<file path="config.mk">
export PLATFORM = sky130hd
export DESIGN_NAME = adc_readout_seq
export DESIGN_NICKNAME = d
export VERILOG_FILES = /design/src/rtl/adc_rdseq_pkg.sv /design/src/rtl/rdseq_strobe.sv /design/src/rtl/rdseq_unread.sv /design/src/rtl/rdseq_select.sv /design/src/rtl/adc_readout_seq.sv
export SDC_FILE = /design/constraint.sdc
export NUM_CORES = 1
export LEC_CHECK = 0
export ABC_AREA = 1
export BUFFER_PORTS_ARGS = -buffer_cell sky130_fd_sc_hd__buf_2
export CORE_AREA = 4 4 87 89
export CTS_BUF_LIST = sky130_fd_sc_hd__clkbuf_2
export DETAILED_ROUTE_END_ITERATION = 8
export DIE_AREA = 0 0 91 93
export GPL_TIMING_DRIVEN = 0
export MAX_ROUTING_LAYER = met4
export PLACE_DENSITY_LB_ADDON = 0.1
export SLEW_MARGIN = 20
export SYNTH_ARGS = -nofsm -noshare
export SYNTH_HDL_FRONTEND = slang
export SYNTH_SLANG_ARGS = --single-unit
</file>
<file path="constraint.sdc">
create_clock -name clk -period 3.3 [get_ports clk]
set_clock_uncertainty 0.15 [all_clocks]
set_input_delay 0 -clock clk [delete_from_list [all_inputs] [get_ports clk]]
set_output_delay 0 -clock clk [all_outputs]
set_load 0.01 [all_outputs]
</file>
<file path="src/rtl/adc_rdseq_pkg.sv">
package adc_rdseq_pkg;
  localparam int NCH   = 6;
  localparam int CH_W  = 3;
  localparam int RES_W = 16;
  localparam int PH_W  = 2;

  typedef enum logic [1:0] {MD_DIRECT, MD_CYCLE, MD_BUFFER} mode_e;

  function automatic mode_e decode_mode(input logic [CH_W-1:0] s);
    if (s == CH_W'(NCH))          return MD_CYCLE;
    else if (s == CH_W'(NCH + 1)) return MD_BUFFER;
    else                          return MD_DIRECT;
  endfunction

  function automatic logic has_header(input mode_e m, input logic tag);
    return (m != MD_DIRECT) && tag;
  endfunction

  // number of strobes making up one complete result sequence
  function automatic logic [PH_W-1:0] reads_needed(input mode_e m, input logic bm,
                                                   input logic tag);
    logic [PH_W-1:0] n;
    n = bm ? PH_W'(2) : PH_W'(1);
    if (has_header(m, tag)) n = n + PH_W'(1);
    return n;
  endfunction

  function automatic logic [RES_W-1:0] format_word(input mode_e m, input logic bm,
      input logic tag, input logic [PH_W-1:0] ph, input logic dv,
      input logic [CH_W-1:0] ch, input logic [RES_W-1:0] d);
    logic [PH_W-1:0] dp;
    if (has_header(m, tag) && ph == '0) begin
      if (bm) return {8'h00, dv, ch, d[3:0]};
      else    return {1'b1, 11'b0, dv, ch};
    end
    dp = has_header(m, tag) ? ph - PH_W'(1) : ph;
    if (!bm)          return d;
    else if (dp == 0) return {8'h00, d[7:0]};
    else              return {8'h00, d[15:8]};
  endfunction
endpackage

</file>
<file path="src/rtl/rdseq_strobe.sv">
module rdseq_strobe (
  input  logic clk,
  input  logic rst_n,
  input  logic rd_n,
  output logic rd_fall,
  output logic rd_rise
);
  logic rd_q;
  always_ff @(posedge clk) begin
    if (!rst_n) rd_q <= 1'b1;
    else        rd_q <= rd_n;
  end
  assign rd_fall = rd_q & ~rd_n;
  assign rd_rise = ~rd_q & rd_n;
endmodule

</file>
<file path="src/rtl/rdseq_unread.sv">
module rdseq_unread #(
  parameter int N = 6
) (
  input  logic         clk,
  input  logic         rst_n,
  input  logic [N-1:0] set_i,
  input  logic [N-1:0] clr_i,
  output logic [N-1:0] flag_o
);
  for (genvar g = 0; g < N; g++) begin : g_flag
    always_ff @(posedge clk) begin
      if (!rst_n) flag_o[g] <= 1'b0;
      else        flag_o[g] <= set_i[g] | (flag_o[g] & ~clr_i[g]);
    end

    // a flag only drops when a completed read clears it with no set pending
    a_r9_flag_clear_cause: assert property (@(posedge clk) disable iff (!rst_n)
      $fell(flag_o[g]) |-> $past(clr_i[g] && !set_i[g]));
  end
endmodule

</file>
<file path="src/rtl/rdseq_select.sv">
module rdseq_select
  import adc_rdseq_pkg::*;
(
  input  mode_e                mode,
  input  logic [CH_W-1:0]      sel,
  input  logic [CH_W-1:0]      ptr,
  input  logic [NCH*RES_W-1:0] res_flat,
  input  logic [NCH-1:0]       unread,
  input  logic [RES_W-1:0]     buf_data,
  input  logic [CH_W-1:0]      buf_chan,
  input  logic                 buf_valid,
  output logic [CH_W-1:0]      chan,
  output logic [RES_W-1:0]     data,
  output logic                 dv
);
  logic [RES_W-1:0] res_arr [NCH];
  for (genvar g = 0; g < NCH; g++) begin : g_split
    assign res_arr[g] = res_flat[g*RES_W +: RES_W];
  end

  always_comb begin
    chan = '0;
    data = '0;
    dv   = 1'b0;
    unique case (mode)
      MD_BUFFER: begin
        chan = buf_chan;
        data = buf_data;
        dv   = buf_valid;
      end
      default: begin
        chan = (mode == MD_CYCLE) ? ptr : sel;
        if (int'(chan) < NCH) begin
          data = res_arr[chan];
          dv   = unread[chan];
        end
      end
    endcase
  end
endmodule

</file>
<file path="src/rtl/adc_readout_seq.sv">
module adc_readout_seq
  import adc_rdseq_pkg::*;
(
  input  logic                 clk,
  input  logic                 rst_n,
  input  logic                 rd_n,
  input  logic [2:0]           sel,
  input  logic                 byte_mode,
  input  logic                 tag_en,
  input  logic [NCH*RES_W-1:0] res_flat,
  input  logic [NCH-1:0]       new_res,
  input  logic [RES_W-1:0]     buf_data,
  input  logic [CH_W-1:0]      buf_chan,
  input  logic                 buf_valid,
  output logic [RES_W-1:0]     dout,
  output logic                 dout_oe,
  output logic                 buf_pop
);
  localparam int CFG_W = CH_W + 2;

  logic             rd_fall, rd_rise;
  logic [CFG_W-1:0] cfg_now, cfg_q;
  logic [PH_W-1:0]  phase, ph_use;
  logic [CH_W-1:0]  cyc_ptr, chan_q;
  logic [CH_W-1:0]  src_chan;
  logic [RES_W-1:0] src_data;
  logic             src_dv;
  logic [NCH-1:0]   unread, clr_vec;
  mode_e            mode_now, mode_q;
  logic             seq_done;

  rdseq_strobe u_strobe (
    .clk(clk), .rst_n(rst_n), .rd_n(rd_n), .rd_fall(rd_fall), .rd_rise(rd_rise)
  );

  assign mode_now = decode_mode(sel);
  assign cfg_now  = {sel, byte_mode, tag_en};
  assign ph_use   = (cfg_now != cfg_q) ? '0 : phase;
  assign mode_q   = decode_mode(cfg_q[CFG_W-1 -: CH_W]);

  rdseq_select u_select (
    .mode(mode_now), .sel(sel), .ptr(cyc_ptr), .res_flat(res_flat),
    .unread(unread), .buf_data(buf_data), .buf_chan(buf_chan),
    .buf_valid(buf_valid), .chan(src_chan), .data(src_data), .dv(src_dv)
  );

  // last phase of a sequence ends at the strobe rise
  assign seq_done = rd_rise &&
                    (phase == reads_needed(mode_q, cfg_q[1], cfg_q[0]) - PH_W'(1));

  always_comb begin
    clr_vec = '0;
    if (seq_done && int'(chan_q) < NCH) clr_vec[chan_q] = 1'b1;
  end

  rdseq_unread #(.N(NCH)) u_unread (
    .clk(clk), .rst_n(rst_n), .set_i(new_res), .clr_i(clr_vec), .flag_o(unread)
  );

  always_ff @(posedge clk) begin
    if (!rst_n) begin
      dout    <= '0;
      dout_oe <= 1'b0;
      cfg_q   <= '0;
      phase   <= '0;
      chan_q  <= '0;
      cyc_ptr <= '0;
      buf_pop <= 1'b0;
    end else begin
      buf_pop <= seq_done && (mode_q == MD_BUFFER);
      if (rd_fall) begin
        dout    <= format_word(mode_now, byte_mode, tag_en, ph_use, src_dv,
                               src_chan, src_data);
        dout_oe <= 1'b1;
        cfg_q   <= cfg_now;
        phase   <= ph_use;
        chan_q  <= src_chan;
      end else if (rd_rise) begin
        dout_oe <= 1'b0;
        if (seq_done) begin
          phase <= '0;
          if (mode_q == MD_CYCLE)
            cyc_ptr <= (int'(cyc_ptr) == NCH-1) ? '0 : cyc_ptr + CH_W'(1);
        end else begin
          phase <= phase + PH_W'(1);
        end
      end
    end
  end

  // output enable follows the strobe with one cycle of delay
  a_r10_oe_on_fall: assert property (@(posedge clk) disable iff (!rst_n)
    rd_fall |=> dout_oe);
  a_r10_oe_off_rise: assert property (@(posedge clk) disable iff (!rst_n)
    rd_rise |=> !dout_oe);
  // the word is held while it is being driven
  a_r10_dout_hold: assert property (@(posedge clk) disable iff (!rst_n)
    (dout_oe && $past(dout_oe)) |-> $stable(dout));
  // a pop is a single-cycle pulse
  a_r7_pop_single: assert property (@(posedge clk) disable iff (!rst_n)
    buf_pop |=> !buf_pop);
  // the round-robin pointer only moves after a completed sequence
  a_r8_ptr_on_done: assert property (@(posedge clk) disable iff (!rst_n)
    (cyc_ptr != $past(cyc_ptr)) |-> $past(seq_done && mode_q == MD_CYCLE));
endmodule

</file>
==> metrics.md, run 1 <==
| Metric | Value |
|---|---|
| Status | `complete, but fails checks` |
| Failing checks | `negative hold slack` |
| DRT iter0 DRCs | `between 200 and 250` |
| Clk_lat worst skew | `410 ps` |
| Die width | `between 90 and 100 um` |
| Die extent in y | `93 um` |
| Setup tns final | `0 ps` |
| Final Wtd Congestion | `0.9005` |
| Mapped Area | `3181 um^2` |
| Crit-path max FO | `9` |
| Number of antenna diodes | `0` |
| Die Area | `about 8500 um^2` |
| Core box area | `around 6800 um^2` |
| LEAKAGE | `roughly 2.3 nW` |
| WHS | `-18.46 ps` |
| Root buffer cell | `clkbuf_2` |
| TritonCTS clock tree | `done` |
| Yosys reg bits | `38` |
| Worst VDD drop | `about 250 uV` |
| Critical Path Source Type | `flip-flop` |
| Period utilization | `0.8869` |
| FF-to-FF Start | `cfg_q[1]` |
| Layout Nets | `approximately 860` |
| Crit path time final | `roughly 2900 ps` |
| Commonest non-fill, non-tap cell in the layout | `nand2_1` |
| First-pass GRT wire length | `18240 um` |
| DR DRC count | `0` |
| Max Fclk | `approximately 0.34 GHz` |
| Fin. Hold Viols | `1` |
| Gr usage total | `0.2704` |
| Wire per inst | `between 10 and 15 um` |
| Top FF cell, synth | `dfxtp_1` |
| Endpoint class of the critical path | `flip-flop` |
| Vias | `between 4000 and 5000` |
| Layout cells sized above 1 | `0.2604` |
| Unrepaired setup endpoints after global routing | `false` |
| Max Slew Vio Count | `0` |
| R2r setup slk | `~370 ps` |
| Vias in the first global route | `around 4000` |
| Required @ worst endpoint | `3510 ps` |
| Mapped Nets | `670` |
| Routed WL | `11370 um` |
| Gate Count Post-Synth | `536` |
| CTS clk-pin slew, worst paths | `roughly 200 ps` |
| HP Start | `res_flat[76]` |
| Clock tree buffer depth | `2` |
| Layout area overhead | `37.96%` |
| Hold Crit Class | `input pin to flip-flop` |
| Final Power | `~1.2 mW` |
| Setup CP Type | `flip-flop to flip-flop` |
| Worst setup path start | `cfg_q[1]` |
| Vias/cell | `5.257` |
| Initial Utilization | `0.4707` |
| I/O pin total | `roughly 150` |
| Number of routed nets with antenna violations | `0` |
| Netlist cell types | `32` |
| Yosys warnings | `0` |
| Port Buf Inserts | `between 100 and 150` |
| Initial antenna violation count | `0` |
| Finished Layout Cells | `approximately 800` |
| Core Util, Final | `0.6494` |
| Most frequent cells in the layout | `168 x nand2_1, 155 x buf_2, 90 x nand3_1` |
| # H-tree levels | `2` |
| Worst Path Arrival | `around 3100 ps` |
| Synth async-reset ratio | `0` |
| Sequential cell area fraction in the yosys report | `0.2392` |
| Gr ovfl total | `0` |
| Avg Inst Size Synth | `just under 6 um^2` |
| Number of buffers created by CTS | `5` |
| Placed cell count | `760` |
| Setup Fix Bufs, Post-CTS | `0` |
| Slew HR | `0.6203` |
| Clock sinks | `38` |
| Transition time at the pin with the least slew margin | `569.6 ps` |
| Core Rows | `30` |
| First-pass DRT Iterations | `6` |
| Number of synthesized flops with an enable pin | `0` |
| DP Wirelength | `around 8800 um` |
| PD cells | `about 270 nW/um^2` |
| Endpoints failing setup | `0` |
| Fillers | `between 600 and 700` |
| Largest net degree at the start of global routing | `14` |
| # Max-Cap Violations | `0` |
==> final cells by class <==
type                            instances  area [um^2]  share of cell area
Multi-Input combinational cell        416         2038              0.4645
Timing Repair Buffer                  178         1061              0.2418
Sequential cell                        38        760.7              0.1734
Inverter                               52        195.2             0.04448
Buffer                                 30        186.4             0.04249
Tap cell                               80        100.1             0.02281
Clock buffer                            5        25.02            0.005703
Clock inverter                          3        21.27            0.004847
==> per-layer routing <==
| layer | global-route usage | vias to the layer above | part of all wire |
|---|---|---|---|
| met2 | 0.4586 | 184 | 0.47 |
| met1 | 0.3280 | 1873 | 0.43 |
| met3 | 0.04505 | 31 | 0.074 |
| met5 | - | - | 0 |
| met4 | 0.09045 | 0 | 0.026 |
| li1 | - | 2128 | - |
==> sequential cells by signal (all words and copies together) (netlist names) <==
| signal | cells |
|---|---|
| dout_oe | 1 |
| u_unread.flag_o | 6 |
| phase | 2 |
| buf_pop | 1 |
| u_strobe.rd_q | 1 |
| cfg_q | 5 |
| chan_q | 3 |
| cyc_ptr | 3 |
| dout | 16 |
==> stage by stage <==
step	cell area, um^2	worst slack, ps	hold slack (ps)
after CTS	4388	437.9	0.3876
after floorplan	3181	1296	-49.65
after global placement	4001	1054	58.51
final	4388	373.4	-18.46
after global routing	4388	89.63	28.29
after detailed placement	4001	1002	65.00
==> where the power goes <==
part | internal [mW] | switching (mW) | leakage [nW]
Combinational | 0.212 | 0.247 | 1.94
Sequential | 0.490 | 0.0209 | 0.313
Clock | 0.0520 | 0.164 | 0.0289
Total | 0.754 | 0.432 | 2.28
==> worst paths after layout <==
kind	cells past startpoint	to
hold / removal	7	dout[4]
setup / recovery	14	dout[3]
hold reg to reg	2	dout[11]
setup reg to reg	14	dout[3]
==> worst max-delay path: stages (launching register included) <==
cell	delay, ps
dfxtp_1	420
inv_1	70
nand2_1	60
nand2_1	60
nand2_1	70
nor2_1	50
nand3_1	120
ha_1	170
nand4_1	370
nor2_1	300
inv_1	150
nor2_1	140
nor2_1	60
dlygate4sd3_1	560
a21oi_1	130
==> cell usage after synthesis, types with 2 or more instances <==
cell type	n	area share
xor2_1	4	0.011
nor2_1	26	0.031
a21oi_1	36	0.057
buf_6	5	0.018
xnor2_1	2	0.0055
nand2_1	168	0.20
o211ai_2	5	0.020
o211ai_1	4	0.0094
a21boi_1	16	0.038
nand3b_1	7	0.017
dfxtp_1	38	0.24
or2_1	4	0.0079
nor3_1	3	0.0047
clkinv_1	3	0.0035
o21ai_1	2	0.0031
nand2_2	2	0.0039
inv_2	3	0.0035
inv_1	46	0.054
buf_2	11	0.017
buf_4	6	0.014
nand4_1	4	0.0079
o21ai_0	32	0.050
clkbuf_1	8	0.0094
ha_1	4	0.016
nand3_1	90	0.14
==> cell families (layout without fill, tap and decap cells) <==
| family | after synthesis | after routing | share of synthesized area |
|---|---|---|---|
| simple gates | 308 | 308 | 0.4245 |
| xor+xnor | 6 | 6 | 0.01652 |
| compound gates | 98 | 98 | 0.1841 |
| flops | 38 | 38 | 0.2392 |
| buf+inv | 82 | 268 | 0.1200 |
| fa+ha+maj | 4 | 4 | 0.01574 |
==> timing repair <==
item | 4_1_cts | 5_1_grt
hold endpoints to repair | 35 | 0
endpoints found under the setup margin | 0 | 0
hold buffers | 34 | 0
gates resized for setup | 0 | 0
Power figures use the tool's default switching activity.
==> run 2: changes to the inputs <==
--- a/config.mk
+++ b/config.mk
@@ -6,11 +6,11 @@
 export NUM_CORES = 1
 export LEC_CHECK = 0
 export ABC_AREA = 1
-export BUFFER_PORTS_ARGS = -buffer_cell sky130_fd_sc_hd__buf_2
 export CORE_AREA = 4 4 87 89
 export CTS_BUF_LIST = sky130_fd_sc_hd__clkbuf_2
 export DETAILED_ROUTE_END_ITERATION = 8
 export DIE_AREA = 0 0 91 93
+export DONT_BUFFER_PORTS = 1
 export GPL_TIMING_DRIVEN = 0
 export MAX_ROUTING_LAYER = met4
 export PLACE_DENSITY_LB_ADDON = 0.1
==> metrics.md, run 2 (synthesis results as in run 1) <==
| Metric | Value |
|---|---|
| Die width | `91 um (unchanged)` |
| Commonest non-fill, non-tap cell in the layout | `nand2_1` |
| DR DRC count | `0 (unchanged)` |
| Endpoints failing setup | `0 (unchanged)` |
| Layout Nets | `728 (-15%)` |
| R2r setup slk | `270 ps (-100 ps)` |
| Critical Path Source Type | `flip-flop` |
| Clk_lat worst skew | `390 ps (-20 ps)` |
| Hold EP | `dout[5]` |
| Setup Fix Bufs, Post-CTS | `0 (unchanged)` |
| Clock sinks | `38 (unchanged)` |
| Layout cells sized above 1 | `0.07395 (-0.1864)` |
| Max Slew Vio Count | `0 (unchanged)` |
| Root buffer cell | `clkbuf_2` |
| TritonCTS clock tree | `done` |
| Largest register FFs | `16 (unchanged)` |
| DRT iter0 DRCs | `207 (+0.98%)` |
| FF-to-FF Start | `cyc_ptr[1]` |
| Wire per inst | `16.34 um (+15%)` |
| First-pass GRT wire length | `17620 um (-3.4%)` |
| Gr usage total | `0.2612 (-0.009170)` |
| Slew HR | `0.6202 (about the same)` |
| Hold Crit Class | `input pin to flip-flop` |
| Initial antenna violation count | `0 (unchanged)` |
| Final Wtd Congestion | `0.9442 (+4.9%)` |
| Cts repair resizes | `0 (unchanged)` |
| Hold_buf cts | `51 (+50%)` |
| Die extent in y | `93 um (unchanged)` |
| Core Rows | `30 (unchanged)` |
| First-pass DRT Iterations | `5 (-1)` |
| R2R cell count | `13 (-1)` |
| Number of antenna diodes | `0 (unchanged)` |
| Transition time at the pin with the least slew margin | `567.5 ps (-2.022 ps)` |
| Fin. Hold Viols | `0 (-1)` |
| # H-tree levels | `2 (unchanged)` |
| RR Endpoint | `dout[10]` |
| Most flop-heavy register | `dout` |
| Layout area overhead | `20.65%` |
| Worst Path Arrival | `3180 ps (+50 ps)` |
| Setup CP Type | `flip-flop to flip-flop` |
| Largest net degree at the start of global routing | `14 (unchanged)` |
| Vias/cell | `5.554 (+5.7%)` |
| Period utilization | `0.9180 (+0.03110)` |
| Max Fclk | `0.3301 GHz (-3.4%)` |
| PD cells | `295.4 nW/um^2 (+9.3%)` |
| Initial Utilization | `0.4707 (unchanged)` |
| Routed WL | `11030 um (-3.0%)` |
| WHS Path Cells | `7 (unchanged)` |
| Worst VDD drop | `207.9 uV (-17%)` |
| DP Wirelength | `8460 um (-3.8%)` |
| Number of routed nets with antenna violations | `0 (unchanged)` |
| Crit-path max FO | `10 (+1)` |
| Fin area | `3837 um^2 (-13%)` |
| Setup tns final | `0 ps (unchanged)` |
| Clock tree buffer depth | `2 (unchanged)` |
| Vias in the first global route | `3651 (-9.7%)` |
| CTS clk-pin slew, worst paths | `210 ps (about the same)` |
| # Max-Cap Violations | `0 (unchanged)` |
| I/O pin total | `148 (unchanged)` |
| LEAKAGE | `1.763 nW (-23%)` |
| Required @ worst endpoint | `3450 ps (-60 ps)` |
| Unrepaired setup endpoints after global routing | `false` |
| Gr ovfl total | `0 (unchanged)` |
| Vias | `3749 (-11%)` |
| Die Area | `8463 um^2 (unchanged)` |
| Core box area | `6756 um^2 (unchanged)` |
| Post-place instance area | `3281 um^2 (-18%)` |
| Crit path time final | `3029 ps (+102.6 ps)` |
| HP Start | `res_flat[69]` |
| Endpoint class of the critical path | `flip-flop` |
| Biggest regs | `dout x16, u_unread.flag_o x6, cfg_q x5` |
| Most frequent cells in the layout | `168 x nand2_1, 90 x nand3_1, 51 x dlygate4sd3_1` |
| Status | `complete, no violations` |
| Port Buf Inserts | `0 (-100%)` |
| Number of buffers created by CTS | `5 (unchanged)` |
==> run 2: metrics by stage <==
stage                     instances  power (mW)  setup WS [ps]  utilization  hold WS, ps
final                           675       1.134          270.8       0.5680        14.06
after global routing            675       1.214          34.45       0.5680        18.22
after CTS                       675       1.134          315.8       0.5680       0.8729
after detailed placement        616      0.8489          979.0       0.4856       -32.41
after global placement          616      0.8429           1013       0.4856       -46.47
after floorplan                 536      0.7697           1296            -       -49.65
==> run 2: final cells by class <==
type / instances / area [um^2]
inverter: 52 / 195.2
tap: 80 / 100.1
buffer: 30 / 186.4
clock buffer: 5 / 25.02
sequential: 38 / 760.7
multi-input combinational: 416 / 2038
clock inverter: 3 / 21.27
fill: 676 / 2919
timing repair buffer: 51 / 510.5
==> run 2: worst max-delay path: stages, from the launching register on <==
cell and delay (ps):
dfxtp_1 410, nor2_1 60, nand2_1 70, nand2_2 140, inv_2 180, buf_4 200
nand3_1 70, nand2_1 80, nand2_1 70, a21boi_1 140, dlygate4sd3_1 610, nand3b_1 130
a21oi_1 70, dlygate4sd3_1 570
==> run 2: metal layers <==
layer	share of wire	vias up	wire, um	global-route usage
li1	-	1873	-	-
met1	0.43	1695	4727	0.3133
met2	0.47	156	5197	0.4372
met3	0.078	25	865	0.06597
met4	0.022	0	242	0.07286
met5	0	-	0	-
==> run 2: worst max-delay path by stage <==
| stage | from | to | cells after the start |
|---|---|---|---|
| floorplan | cfg_q[1] | dout[0] | 16 |
| global placement | cfg_q[2] | dout[6] | 10 |
| detailed placement | cfg_q[1] | dout[5] | 16 |
| CTS | cyc_ptr[1] | dout[10] | 13 |
| global route | cfg_q[2] | dout[3] | 11 |
| finish | cyc_ptr[1] | dout[10] | 13 |
==> run 2: where the power goes <==
group          switching (mW)  leakage, nW  internal, mW  total (mW)
combinational           0.219         1.42         0.175       0.395
clock                   0.165       0.0289        0.0522       0.217
sequential             0.0317        0.313         0.490       0.522
total                   0.416         1.76         0.718        1.13
==> run 3: changes to the inputs <==
--- a/config.mk
+++ b/config.mk
@@ -7,7 +7,7 @@
 export LEC_CHECK = 0
 export ABC_AREA = 1
 export CORE_AREA = 4 4 87 89
-export CTS_BUF_LIST = sky130_fd_sc_hd__clkbuf_2
+export CTS_BUF_LIST = sky130_fd_sc_hd__clkbuf_8
 export DETAILED_ROUTE_END_ITERATION = 8
 export DIE_AREA = 0 0 91 93
 export DONT_BUFFER_PORTS = 1
==> metrics.md, run 3 (synthesis results as in run 1) <==
| Metric | Value |
|---|---|
| Final Wtd Congestion | `0.9442 (unchanged)` |
| Critical Path Source Type | `input pin` |
| Fin. Hold Viols | `0 (unchanged)` |
| Number of buffers created by CTS | `5 (unchanged)` |
| Period utilization | `0.8750 (-0.04294)` |
| Core Util, Final | `0.5359 (-0.03204)` |
| # Max-Cap Violations | `0 (unchanged)` |
| Final Power | `1.189 mW (+4.9%)` |
| Cts repair resizes | `0 (unchanged)` |
| PD cells | `328.3 nW/um^2 (+11%)` |
| Commonest non-fill, non-tap cell in the layout | `nand2_1` |
| Crit-path max FO | `8 (-2)` |
| I/O pin total | `148 (unchanged)` |
| Vias | `3623 (-3.4%)` |
| Worst Path Arrival | `2920 ps (-260 ps)` |
| Slew HR | `0.6203 (about the same)` |
| Hold Crit Class | `input pin to flip-flop` |
| Initial Utilization | `0.4707 (unchanged)` |
| Vias/cell | `5.582 (+0.51%)` |
| Unrepaired setup endpoints after global routing | `false` |
| WHS | `13.88 ps (-0.1789 ps)` |
| Clock power share | `0.269 (+0.077)` |
| R2R cell count | `17 (+4)` |
| Most flop-heavy register | `dout` |
| Vias in the first global route | `3502 (-4.1%)` |
| Status | `complete, no violations` |
| Worst VDD drop | `219.2 uV (+5.4%)` |
| Setup CP Type | `input pin to flip-flop` |
| Layout cells sized above 1 | `0.07733 (+0.003379)` |
| Routed WL | `10820 um (-1.9%)` |
| LEAKAGE | `1.670 nW (-5.3%)` |
| Max Fclk | `0.3463 GHz (+4.9%)` |
| Root buffer cell | `clkbuf_8` |
| Max Slew Vio Count | `0 (unchanged)` |
| First-pass GRT wire length | `17230 um (-2.2%)` |
| Clk_lat worst skew | `290 ps (-100 ps)` |
| R2r setup slk | `430 ps (+160 ps)` |
| Top cell by count, worst path | `nand2_1` |
| Largest net degree at the start of global routing | `14 (unchanged)` |
| DP Wirelength | `8460 um (unchanged)` |
| FF+latch area | `760.7 um^2 (unchanged)` |
| Sw power | `0.4115 mW (-1.1%)` |
| Largest register FFs | `16 (unchanged)` |
| Worst-path cell chain | `dlygate4sd3_1, inv_1, nand2_1, nand2_1, nand2_1, nor2_1, nand3_1, ha_1, inv_1, nor2_1, nand4_1, nand2_1, inv_1, nand2_1, nand2_1, nand3_1, a21oi_1, dlygate4sd3_1` |
| Most frequent cells in the layout | `168 x nand2_1, 90 x nand3_1, 46 x inv_1` |
| Setup Fix Bufs, Post-CTS | `0 (unchanged)` |
| Clock tree buffer depth | `2 (unchanged)` |
| # H-tree levels | `2 (unchanged)` |
| Combinational cell fraction of total power | `0.293 (-0.055)` |
| Gr ovfl total | `0 (unchanged)` |
| Clock sinks | `38 (unchanged)` |
| Sequential power share | `0.438 (-0.022)` |
| Setup tns final | `0 ps (unchanged)` |
| Multi-input gate area | `2038 um^2 (unchanged)` |
| Die extent in y | `93 um (unchanged)` |
| Slowest stage cell, crit path | `dlygate4sd3_1` |
| Die width | `91 um (unchanged)` |
| Endpoints failing setup | `0 (unchanged)` |
| Number of antenna diodes | `0 (unchanged)` |
| Initial antenna violation count | `0 (unchanged)` |
| Biggest regs | `dout x16, u_unread.flag_o x6, cfg_q x5` |
| Number of routed nets with antenna violations | `0 (unchanged)` |
| WHS Path Cells | `5 (-2)` |
| Fillers | `693 (+2.5%)` |
| Layout Nets | `702 (-3.6%)` |
| Gr usage total | `0.2561 (-0.005090)` |
| Endpoint class of the critical path | `flip-flop` |
| Die Area | `8463 um^2 (unchanged)` |
| Critical path's largest stage delay | `610 ps (about the same)` |
| Core box area | `6756 um^2 (unchanged)` |
| Transition time at the pin with the least slew margin | `567.4 ps (-0.1619 ps)` |
| TritonCTS clock tree | `done` |
| Sw Share | `0.3462 (-0.02086)` |
| Hold_buf cts | `25 (-51%)` |
| Required @ worst endpoint | `3330 ps (-120 ps)` |
| Crit path time final | `2888 ps (-141.7 ps)` |
| Wire per inst | `16.68 um (+2.0%)` |
| CTS clk-pin slew, worst paths | `80 ps (-130 ps)` |
| Port Buf Inserts | `0 (unchanged)` |
| P_int | `0.7772 mW (+8.3%)` |
| DR DRC count | `0 (unchanged)` |
| First-pass DRT Iterations | `5 (unchanged)` |
| Core Rows | `30 (unchanged)` |
| Layout area overhead | `13.85%` |
| DRT iter0 DRCs | `208 (+0.48%)` |
[run 3: changes by cell type in the layout (fill, tap and decap cells not counted)]
cell,before,now
clkbuf_2,5,0
clkbuf_8,0,5
dlygate4sd3_1,51,25
[run 3: per-layer routing]
layer  wire (um)  global-route usage  vias up
met3         845             0.06195       20
met4         229             0.06910        0
met1        4665              0.3138     1619
met2        5082              0.4237      160
li1            -                   -     1824
met5           0                   -        -
[run 3: cell type report]
cell class              count  area share
plain buffers              30     0.05149
clock buffers               5     0.01900
clock inverters             3    0.005874
inverters                  52     0.05390
multi-input cells         416      0.5629
flip-flops and latches     38      0.2101
well taps                  80     0.02764
repair buffers             25     0.06911
[run 3: power by group through the flow]
stage	combinational [mW]	clock (mW)	sequential, mW
global route	0.394	0.352	0.525
detailed placement	0.318	0	0.531
floorplan	0.248	0	0.521
finish	0.348	0.320	0.520
CTS	0.346	0.328	0.520
global placement	0.313	0	0.530
[run 3: path summary, 6_finish.rpt]
kind | from | end
worst max-delay path | byte_mode | dout[3]
worst min-delay path | buf_data[7] | dout[7]
worst max register to register | cfg_q[1] | dout[3]
worst min register to register | u_unread.flag_o[3] | u_unread.flag_o[3]
[run 3: per-stage QoR]
stage               cell area, um^2  setup WS, ps  instances
finish                         3621         412.5        649
global route                   3621         52.32        649
CTS                            3621         445.1        649
detailed placement             3281         979.0        616
global placement               3281          1013        616
floorplan                      3181          1296        536
[run 3: critical path: cells and delay by family]
family | cells | cell delay, ps
buf+inv | 5 | 1340
simple gates | 11 | 1190
fa+ha+maj | 1 | 310
compound gates | 1 | 80
